$ cat config.mk
export PLATFORM = sky130hd
export DESIGN_NAME = pit_channel
export DESIGN_NICKNAME = d
export VERILOG_FILES = /design/src/rtl/pit_pkg.sv /design/src/rtl/pit_cfg_regs.sv /design/src/rtl/pit_ctrl_fsm.sv /design/src/rtl/pit_phase_ctr.sv /design/src/rtl/pit_out_decode.sv /design/src/rtl/pit_channel.sv
export SDC_FILE = /design/constraint.sdc
export NUM_CORES = 1
export LEC_CHECK = 0
export BUFFER_PORTS_ARGS = -buffer_cell sky130_fd_sc_hd__buf_2
export CAP_MARGIN = 40
export CORE_MARGIN = 1
export CORE_UTILIZATION = 55
export CTS_CLUSTER_SIZE = 8
export DETAILED_ROUTE_END_ITERATION = 7
export PLACE_DENSITY_LB_ADDON = 0.05
export SLEW_MARGIN = 20
export SYNTH_ARGS = -nofsm -noshare
export SYNTH_HDL_FRONTEND = slang
export SYNTH_SLANG_ARGS = --single-unit
$ cat constraint.sdc
create_clock -name clk -period 11.3 [get_ports clk]
set_clock_uncertainty 0.2 [all_clocks]
set_input_delay 0 -clock clk [delete_from_list [all_inputs] [get_ports clk]]
set_output_delay 0 -clock clk [all_outputs]
set_load 0.03 [all_outputs]
$ cat src/rtl/pit_pkg.sv
`timescale 1ns/1ps
package pit_pkg;

    typedef enum logic [2:0] {
        M_TC_LEVEL  = 3'd0,
        M_ONESHOT   = 3'd1,
        M_RATE      = 3'd2,
        M_SQUARE    = 3'd3,
        M_SW_STROBE = 3'd4,
        M_HW_STROBE = 3'd5
    } mode_t;

    typedef enum logic [2:0] {
        ST_IDLE      = 3'd0,
        ST_ARMED     = 3'd1,
        ST_TERM      = 3'd2,
        ST_DONE      = 3'd3,
        ST_CYC_FIRST = 3'd4,
        ST_CYC       = 3'd5
    } state_t;

    function automatic mode_t decode_mode(input logic [2:0] code);
        if (code[2:1] == 2'b11)
            return mode_t'({1'b0, code[1:0]});
        return mode_t'(code);
    endfunction

    function automatic logic gate_retriggers(input mode_t m);
        return (m == M_ONESHOT) || (m == M_RATE) ||
               (m == M_SQUARE)  || (m == M_HW_STROBE);
    endfunction

    function automatic logic is_periodic(input mode_t m);
        return (m == M_RATE) || (m == M_SQUARE);
    endfunction

endpackage

$ cat src/rtl/pit_cfg_regs.sv
`timescale 1ns/1ps
module pit_cfg_regs
    import pit_pkg::*;
#(
    parameter int CNT_W = 16,
    localparam int NW = CNT_W + 1
) (
    input  logic             clk,
    input  logic             rst_n,
    input  logic             cnt_en,
    input  logic             gate,
    input  logic             mode_we,
    input  logic [2:0]       mode_sel,
    input  logic             bcd_in,
    input  logic             load_we,
    input  logic [CNT_W-1:0] load_val,
    input  logic             idle,
    output mode_t            mode_q,
    output logic [NW-1:0]    n_q,
    output logic             bcd_q,
    output logic             load_go,
    output logic             restart,
    output logic             tick
);

    localparam logic [NW-1:0] FULL_COUNT = {1'b1, {CNT_W{1'b0}}};

    logic gate_q;
    logic gate_rise;

    always_ff @(posedge clk) begin
        if (!rst_n) begin
            mode_q <= M_TC_LEVEL;
            bcd_q  <= 1'b0;
            n_q    <= FULL_COUNT;
            gate_q <= 1'b0;
        end else begin
            gate_q <= gate;
            if (mode_we) begin
                mode_q <= decode_mode(mode_sel);
                bcd_q  <= bcd_in;
            end else if (load_we) begin
                n_q <= (load_val == '0) ? FULL_COUNT : {1'b0, load_val};
            end
        end
    end

    always_comb begin
        gate_rise = gate & ~gate_q;
        load_go   = load_we & ~mode_we;
        restart   = ~mode_we & ~load_we & ~idle & gate_rise & gate_retriggers(mode_q);
        tick      = ~mode_we & ~load_we & ~restart & ~idle & cnt_en &
                    (gate | gate_retriggers(mode_q));
    end

endmodule

$ cat src/rtl/pit_ctrl_fsm.sv
`timescale 1ns/1ps
module pit_ctrl_fsm
    import pit_pkg::*;
(
    input  logic   clk,
    input  logic   rst_n,
    input  logic   mode_we,
    input  logic   load_go,
    input  logic   restart,
    input  logic   tick,
    input  logic   wrap,
    input  mode_t  mode_q,
    output state_t state
);

    state_t state_nx;
    state_t start_state;

    always_ff @(posedge clk) begin
        if (!rst_n)
            state <= ST_IDLE;
        else
            state <= state_nx;
    end

    always_comb begin
        start_state = is_periodic(mode_q) ? ST_CYC_FIRST : ST_ARMED;
        state_nx    = state;
        if (mode_we) begin
            state_nx = ST_IDLE;
        end else if (load_go || restart) begin
            state_nx = start_state;
        end else if (tick) begin
            unique case (state)
                ST_IDLE:      state_nx = ST_IDLE;
                ST_ARMED:     state_nx = wrap ? ST_TERM : ST_ARMED;
                ST_TERM:      state_nx = ST_DONE;
                ST_DONE:      state_nx = ST_DONE;
                ST_CYC_FIRST: state_nx = wrap ? ST_CYC : ST_CYC_FIRST;
                ST_CYC:       state_nx = ST_CYC;
                default:      state_nx = ST_IDLE;
            endcase
        end
    end

endmodule

$ cat src/rtl/pit_phase_ctr.sv
`timescale 1ns/1ps
module pit_phase_ctr #(
    parameter int CNT_W = 16,
    localparam int NW = CNT_W + 1
) (
    input  logic             clk,
    input  logic             rst_n,
    input  logic             load_go,
    input  logic             restart,
    input  logic             tick,
    input  logic [CNT_W-1:0] load_val,
    input  logic [NW-1:0]    n_q,
    output logic [NW-1:0]    phase,
    output logic [CNT_W-1:0] cnt_vis,
    output logic             wrap
);

    logic [NW-1:0] phase_inc;

    always_comb begin
        phase_inc = phase + NW'(1);
        wrap      = (phase_inc == n_q);
    end

    always_ff @(posedge clk) begin
        if (!rst_n) begin
            phase   <= '0;
            cnt_vis <= '0;
        end else if (load_go) begin
            phase   <= '0;
            cnt_vis <= load_val;
        end else if (restart) begin
            phase   <= '0;
            cnt_vis <= n_q[CNT_W-1:0];
        end else if (tick) begin
            phase   <= wrap ? '0 : phase_inc;
            cnt_vis <= cnt_vis - CNT_W'(1);
        end
    end

endmodule

$ cat src/rtl/pit_out_decode.sv
`timescale 1ns/1ps
module pit_out_decode
    import pit_pkg::*;
#(
    parameter int CNT_W = 16,
    localparam int NW = CNT_W + 1
) (
    input  state_t           state,
    input  mode_t            mode_q,
    input  logic [NW-1:0]    phase,
    input  logic [NW-1:0]    n_q,
    input  logic [CNT_W-1:0] cnt_vis,
    output logic             out,
    output logic [CNT_W-1:0] count_o
);

    logic [NW:0]   n_ext;
    logic [NW:0]   half;
    logic [NW:0]   dbl;
    logic [NW:0]   dbl_mod;
    logic [NW-1:0] rate_left;
    logic [NW:0]   sq_left;

    always_comb begin
        n_ext     = {1'b0, n_q};
        half      = (n_ext + (NW+1)'(1)) >> 1;
        dbl       = {phase, 1'b0};
        dbl_mod   = (dbl >= n_ext) ? (dbl - n_ext) : dbl;
        rate_left = n_q - phase;
        sq_left   = n_ext - dbl_mod;
    end

    always_comb begin
        out     = 1'b0;
        count_o = cnt_vis;
        if (state != ST_IDLE) begin
            unique case (mode_q)
                M_TC_LEVEL, M_ONESHOT: begin
                    out = (state == ST_TERM) || (state == ST_DONE);
                end
                M_RATE: begin
                    out     = (state == ST_CYC) && (phase == '0);
                    count_o = rate_left[CNT_W-1:0];
                end
                M_SQUARE: begin
                    out     = ({1'b0, phase} < half);
                    count_o = sq_left[CNT_W-1:0];
                end
                M_SW_STROBE, M_HW_STROBE: begin
                    out = (state == ST_TERM);
                end
                default: out = 1'b0;
            endcase
        end
    end

endmodule

$ cat src/rtl/pit_channel.sv
`timescale 1ns/1ps
module pit_channel
    import pit_pkg::*;
#(
    parameter int CNT_W = 16
) (
    input  logic             clk,
    input  logic             rst_n,
    input  logic             cnt_en,
    input  logic             gate,
    input  logic             mode_we,
    input  logic [2:0]       mode_sel,
    input  logic             bcd_in,
    input  logic             load_we,
    input  logic [CNT_W-1:0] load_val,
    output logic             out,
    output logic [CNT_W-1:0] count_o,
    output logic             bcd_flag
);

    localparam int NW = CNT_W + 1;

    mode_t            mode_q;
    state_t           state;
    logic [NW-1:0]    n_q;
    logic [NW-1:0]    phase;
    logic [CNT_W-1:0] cnt_vis;
    logic             load_go;
    logic             restart;
    logic             tick;
    logic             wrap;
    logic             idle;

    assign idle = (state == ST_IDLE);

    pit_cfg_regs #(.CNT_W(CNT_W)) u_cfg (
        .clk      (clk),
        .rst_n    (rst_n),
        .cnt_en   (cnt_en),
        .gate     (gate),
        .mode_we  (mode_we),
        .mode_sel (mode_sel),
        .bcd_in   (bcd_in),
        .load_we  (load_we),
        .load_val (load_val),
        .idle     (idle),
        .mode_q   (mode_q),
        .n_q      (n_q),
        .bcd_q    (bcd_flag),
        .load_go  (load_go),
        .restart  (restart),
        .tick     (tick)
    );

    pit_ctrl_fsm u_fsm (
        .clk     (clk),
        .rst_n   (rst_n),
        .mode_we (mode_we),
        .load_go (load_go),
        .restart (restart),
        .tick    (tick),
        .wrap    (wrap),
        .mode_q  (mode_q),
        .state   (state)
    );

    pit_phase_ctr #(.CNT_W(CNT_W)) u_phase (
        .clk      (clk),
        .rst_n    (rst_n),
        .load_go  (load_go),
        .restart  (restart),
        .tick     (tick),
        .load_val (load_val),
        .n_q      (n_q),
        .phase    (phase),
        .cnt_vis  (cnt_vis),
        .wrap     (wrap)
    );

    pit_out_decode #(.CNT_W(CNT_W)) u_dec (
        .state   (state),
        .mode_q  (mode_q),
        .phase   (phase),
        .n_q     (n_q),
        .cnt_vis (cnt_vis),
        .out     (out),
        .count_o (count_o)
    );

endmodule

==> results of run 1 <==
[Yosys cell counts, types with 5 or more instances]
cell type,count,share of area
a21oi_1,62,0.052
a21o_1,9,0.011
nand2_1,97,0.061
mux2i_1,13,0.022
or2_2,5,0.0052
o211ai_1,17,0.021
and3_1,7,0.0073
a31oi_1,21,0.022
clkbuf_1,33,0.021
nor2_1,67,0.042
nand4_1,10,0.010
buf_2,7,0.0059
nand3_1,19,0.016
o21ai_0,55,0.046
xor2_1,17,0.025
o21ai_1,11,0.0092
nor2b_1,11,0.012
o41ai_1,5,0.0073
dfxtp_1,58,0.19
nand2b_1,15,0.016
inv_1,37,0.023
a21boi_0,5,0.0063
ha_1,52,0.11
o21a_1,10,0.013
nor4_1,12,0.013
or4_1,6,0.0075
nor3_1,26,0.022
o31ai_1,14,0.018
xnor2_1,53,0.078
[state kept, by name, summed over array words and instances (netlist names)]
register         count
u_fsm.state          3
u_cfg.n_q           17
u_cfg.mode_q         3
u_cfg.gate_q         1
u_phase.phase       17
u_phase.cnt_vis     16
u_cfg.bcd_q          1
[logic make-up after synthesis]
family / share of synthesized area
AND/OR/NAND/NOR: 0.2514
AO/OA/AOI/OAI: 0.2455
buffers and inverters: 0.06189
XOR/XNOR: 0.1025
flip-flops: 0.1941
adder cells (fa/ha/maj): 0.1154
multiplexers: 0.02928
[repair_timing]
item | 4_1_cts | 5_1_grt
hold buffers | 31 | 0
buffers inserted | 0 | 0
hold endpoints to repair | 41 | 0
[through the flow]
stage / util / cell area [um^2] / hold slack [ps] / total power, mW / setup slack (ps)
3_3_place_gp: 0.5946 / 6193 / 34.71 / 0.4015 / 5865
3_5_place_dp: 0.5990 / 6240 / 48.32 / 0.4056 / 5697
2_1_floorplan: - / 5983 / -78.29 / 0.3653 / 5905
6_report: 0.6520 / 6792 / 55.76 / 0.6441 / 5266
5_1_grt: 0.6520 / 6792 / 92.26 / 0.6742 / 4811
4_1_cts: 0.6506 / 6777 / 39.11 / 0.6420 / 5297
[per-layer routing]
metal	global-route usage	vias up	wire length (um)
met2	0.5436	238	8142
met3	0.03311	27	1194
met4	0.1190	0	381
met1	0.4261	2883	7812
li1	-	3060	-
met5	0	-	0
[worst max-delay path by stage]
| stage | start | to |
|---|---|---|
| 2_1_floorplan | u_cfg.n_q[0] | count_o[14] |
| 3_3_place_gp | u_cfg.n_q[1] | count_o[15] |
| 3_5_place_dp | u_cfg.n_q[1] | count_o[15] |
| 4_1_cts | u_cfg.n_q[1] | count_o[15] |
| 5_1_grt | u_cfg.n_q[0] | count_o[15] |
| 6_report | u_cfg.n_q[1] | count_o[15] |
[report_power, final]
part           internal (mW)  total, mW  leakage, nW  switching (mW)
registers              0.213      0.228        0.473          0.0151
logic                 0.0840      0.187         2.06           0.103
clock network          0.135      0.229        0.108          0.0942
total                  0.432      0.644         2.64           0.212
[critical path, cell delays in order, from the launching register on]
cell and delay, ps:
dfxtp_1 550, inv_1 170, fa_1 450, a21oi_1 270
nor2_1 90, o311ai_0 450, a21oi_1 160, o221ai_1 230
a21oi_2 70, buf_4 230, a21oi_1 180, nor2_1 50
a21oi_1 210, ha_1 280, nand2b_1 110, a21oi_1 100
nor4_1 300, o31ai_1 210, nor4b_1 400, o31ai_1 130
a21oi_1 210, xnor2_1 160, xnor2_1 80, o21ai_0 140
buf_2 220
[final cells by class]
class,instances,share of cell area
tap,136,0.02506
timing repair buffer,84,0.09304
clock buffer,11,0.02229
multi-input combinational,681,0.6560
sequential,58,0.1710
inverter,39,0.02155
clock inverter,4,0.01105
==> out/results.txt, run 1 <==
Final setup viols = 0
Status = completed
Synthesized area = 5983 um^2
Critical path type = register to primary output
Max H-tree Level = 3
Largest net degree at the start of global routing = 33
Critical Path Sink Type = primary output
R2R Setup Slk = 7290 ps
Commonest non-fill, non-tap cell in the layout = nand2_1
Vias per inst = 6.128
Critical Path AT = 5830 ps
Clock sinks = 58
Die width = 106.3 um
Power Dens Cells = 94.84 nW/um^2
Vias = 6208
DP Cell Count = 966
Hold path depth = 5
LEAKAGE = 2.636 nW
Max-slew violation count = 0
CP Launch Type = register
Final WL = 17530 um
CTS buffer count = 9
I/O pin count = 44
RSZ-0062 raised after global routing = no
Syn-to-layout area delta = 13.51%
Yosys reg bits = 58
RePlAce Congestion = 0.9663
CP max FO = 23
Syn Nets = 907
Setup TNS = 0 ps
Drt first pass iters = 5
Avg WL per Cell = 17.31 um
Min-Delay Endpoint = u_phase.phase[1]
Antenna violations before repair = 0
Ys flop type = dfxtp_1
EDFF count, synth = 0
Global-route wire length before repair = 28900 um
Max_cap viols = 0
Worst min path class = input port to register
Synth warn = 0
Distinct cells, synth = 68
Worst-Margin Slew = 732.1 ps
Sequential fraction of the synthesis area = 0.1941
Final Hold Vio Count = 0
Cts repair resizes = 0
# DRC = 0
Hold_sp = cnt_en
Synthesized netlist cell count = 827
Req. time, crit path = 11100 ps
Final antenna diode count = 0
Worst IR Drop VDD = 0.1073 mV
Sequential Area = 1161 um^2
Vias in the first global route = 5877
FFs w/ async S/R, synth = 0
Share of cells above drive strength 1 = 0.1015
FP Rows = 37
Maximum buffer depth of the clock tree = 2
Final Cycle Share = 0.5340
GRT overflow = 0
Starting Density = 0.5744
Fmax achieved = 165.7 MHz
Filler cells = 947
Full die area = 11300 um^2
TritonCTS clock tree = done
Worst rel slew slack = 0.5075
Reg2reg start = u_phase.phase[0]
Clk_lat worst skew = 360 ps
Post-layout nets = 953
Core footprint = 10420 um^2
Fin crit period = 6034 ps
Antenna-violating nets left = 0
Most frequent cells in the layout = nand2_1 (97), nor2_1 (67), a21oi_1 (61), dfxtp_1 (58), o21ai_0 (55)
Chip height = 106.3 um
Final HPWL DP = 12990 um
Overall Global Routing Usage = 0.3234
Clock root buffer = clkbuf_8
Violation count after the first detailed-route iteration = 518
I/O Buffers = 43
RR Endpoint = u_phase.phase[15]
Multi-input gate area in the final layout = 4456 um^2
Worst-path clk slew = 70 ps
Avg Inst Size Synth = 7.235 um^2
Final non-filler cell total = 1013
R2R cell count = 11
(Power assumes the default switching activity.)
==> run 2, diff against run 1 <==
clock period = 5.6 ns   (was 11.3 ns; I/O delays follow)
==> out/results.txt, run 2 (synthesis gave the netlist of run 1 again) <==
Status = completed
Most frequent cells in the layout = nand2_1 (97), nor2_1 (67), a21oi_1 (56), dfxtp_1 (56)
Reg2reg start = u_phase.phase[0]
Chip height = 106.3 um (unchanged)
Worst min path class = input port to register
CTS buffer count = 9 (unchanged)
Final antenna diode count = 0 (unchanged)
Maximum buffer depth of the clock tree = 2 (unchanged)
Max_cap viols = 0 (unchanged)
LEAKAGE = 2.830 nW (+7.4%)
Power consumption = 1.268 mW (+97%)
Worst IR Drop VDD = 0.1822 mV (+70%)
R2R cell count = 12 (+1)
Drt first pass iters = 5 (unchanged)
Final HPWL DP = 14040 um (+8.1%)
Max-slew violation count = 0 (unchanged)
Post-layout nets = 989 (+3.8%)
Global-route wire length before repair = 30020 um (+3.8%)
Largest net degree at the start of global routing = 33 (unchanged)
Syn-to-layout area delta = 18.80%
Worst rel slew slack = 0.5106 (+0.003164)
Clk_lat worst skew = 370 ps (about the same)
Vias in the first global route = 5888 (+0.19%)
TritonCTS clock tree = done
Vias per inst = 6.119 (-0.15%)
Critical Path AT = 5200 ps (-630 ps)
Worst slack, placed = 234.8 ps (-5462 ps)
Starting Density = 0.5744 (unchanged)
Final WL = 19020 um (+8.5%)
RePlAce Congestion = 0.9548 (-1.2%)
Placed Area = 6441 um^2 (+3.2%)
Final Hold Vio Count = 0 (unchanged)
DP Cell Count = 994 (+2.9%)
Fmax achieved = 185.3 MHz
Violation count after the first detailed-route iteration = 445 (-14%)
Avg WL per Cell = 18.11 um (+4.7%)
Critical path type = register to primary output
Crit path to = count_o[15]
Die width = 106.3 um (unchanged)
Clock sinks = 58 (unchanged)
Setup TNS = 0 ps (unchanged)
Clock root buffer = clkbuf_8
Fin crit period = 5398 ps
Design area = 7108 um^2 (+4.7%)
I/O Buffers = 43 (unchanged)
Critical Path Sink Type = primary output
Worst setup startpoint = u_cfg.n_q[9]
Vias = 6425 (+3.5%)
Worst slack on hold paths = 33.64 ps (-22.12 ps)
Max H-tree Level = 3 (unchanged)
CP Launch Type = register
Req. time, crit path = 5400 ps (-5700 ps)
RR Endpoint = u_phase.phase[14]
Final WS setup = 202.3 ps (-5063 ps)
R2R Setup Slk = 1640 ps (-5650 ps)
Overall Global Routing Usage = 0.3450 (+0.02167)
Full die area = 11300 um^2 (unchanged)
Antenna violations before repair = 0 (unchanged)
Worst-path clk slew = 80 ps (about the same)
CP max FO = 9 (-61%)
# DRC = 0 (unchanged)
Share of cells above drive strength 1 = 0.1488 (+0.04731)
Final non-filler cell total = 1050 (+3.7%)
Worst-Margin Slew = 727.4 ps (-4.703 ps)
Largest registers = u_cfg.n_q x17, u_phase.phase x17, u_phase.cnt_vis x16
Final setup viols = 0 (unchanged)
FP Rows = 37 (unchanged)
Final Util = 0.6824 (+0.03039)
I/O pin count = 44 (unchanged)
Final Cycle Share = 0.9639
Power Dens Cells = 178.4 nW/um^2 (+88%)
GRT overflow = 0 (unchanged)
Core footprint = 10420 um^2 (unchanged)
Antenna-violating nets left = 0 (unchanged)
Commonest non-fill, non-tap cell in the layout = nand2_1
==> run 2: area by class of cell <==
class	instances	area, um^2
tap	136	170.2
clock buffer	10	127.6
inverter	39	146.4
sequential	58	1164
clock inverter	6	57.56
multi-input combinational	681	4539
timing repair buffer	120	903.4
fill	903	3308
==> run 2: report_power, final <==
part | internal, mW | switching, mW
Clock | 0.202 | 0.196
Combinational | 0.186 | 0.233
Sequential | 0.429 | 0.0210
==> run 2: repair_timing <==
item,CTS,global route
hold buffers,34,0
gates cloned,0,0
gates resized for setup,5,15
setup endpoints to repair,3,7
endpoints found under the hold margin,41,0
pin swaps,0,4
setup buffers,0,5
==> run 2: worst min-delay path by stage <==
stage	to	slack, ps	cells after the start	from
detailed placement	u_cfg.gate_q	40	2	gate
global placement	u_cfg.gate_q	30	2	gate
finish	u_phase.phase[0]	30	5	cnt_en
CTS	u_phase.phase[0]	10	5	cnt_en
global route	u_phase.phase[1]	50	5	cnt_en
floorplan	u_cfg.gate_q	-80	1	gate
==> run 2: per-layer routing <==
metal | track usage | share of wire | vias up
li1 | - | - | 3134
met5 | 0 | 0 | -
met3 | 0.04782 | 0.070 | 33
met4 | 0.1508 | 0.029 | 0
met2 | 0.5445 | 0.45 | 259
met1 | 0.4664 | 0.45 | 2999
==> run 2: worst max-delay path: stages (launching register included) <==
cell and delay [ps]:
dfxtp_1 350, inv_1 80, ha_1 340, and3_1 240, nand2_1 110, nor4_1 60, or4b_2 640, o221ai_4 190
a21oi_4 130, buf_4 180, or2_2 270, a21oi_1 120, a21oi_1 60, ha_1 360, o21a_1 140, nor2_1 50
o31ai_2 360, nor4b_2 110, o31ai_1 240, a21oi_1 120, xnor2_1 140, xnor2_1 130, o21ai_0 160, buf_2 230
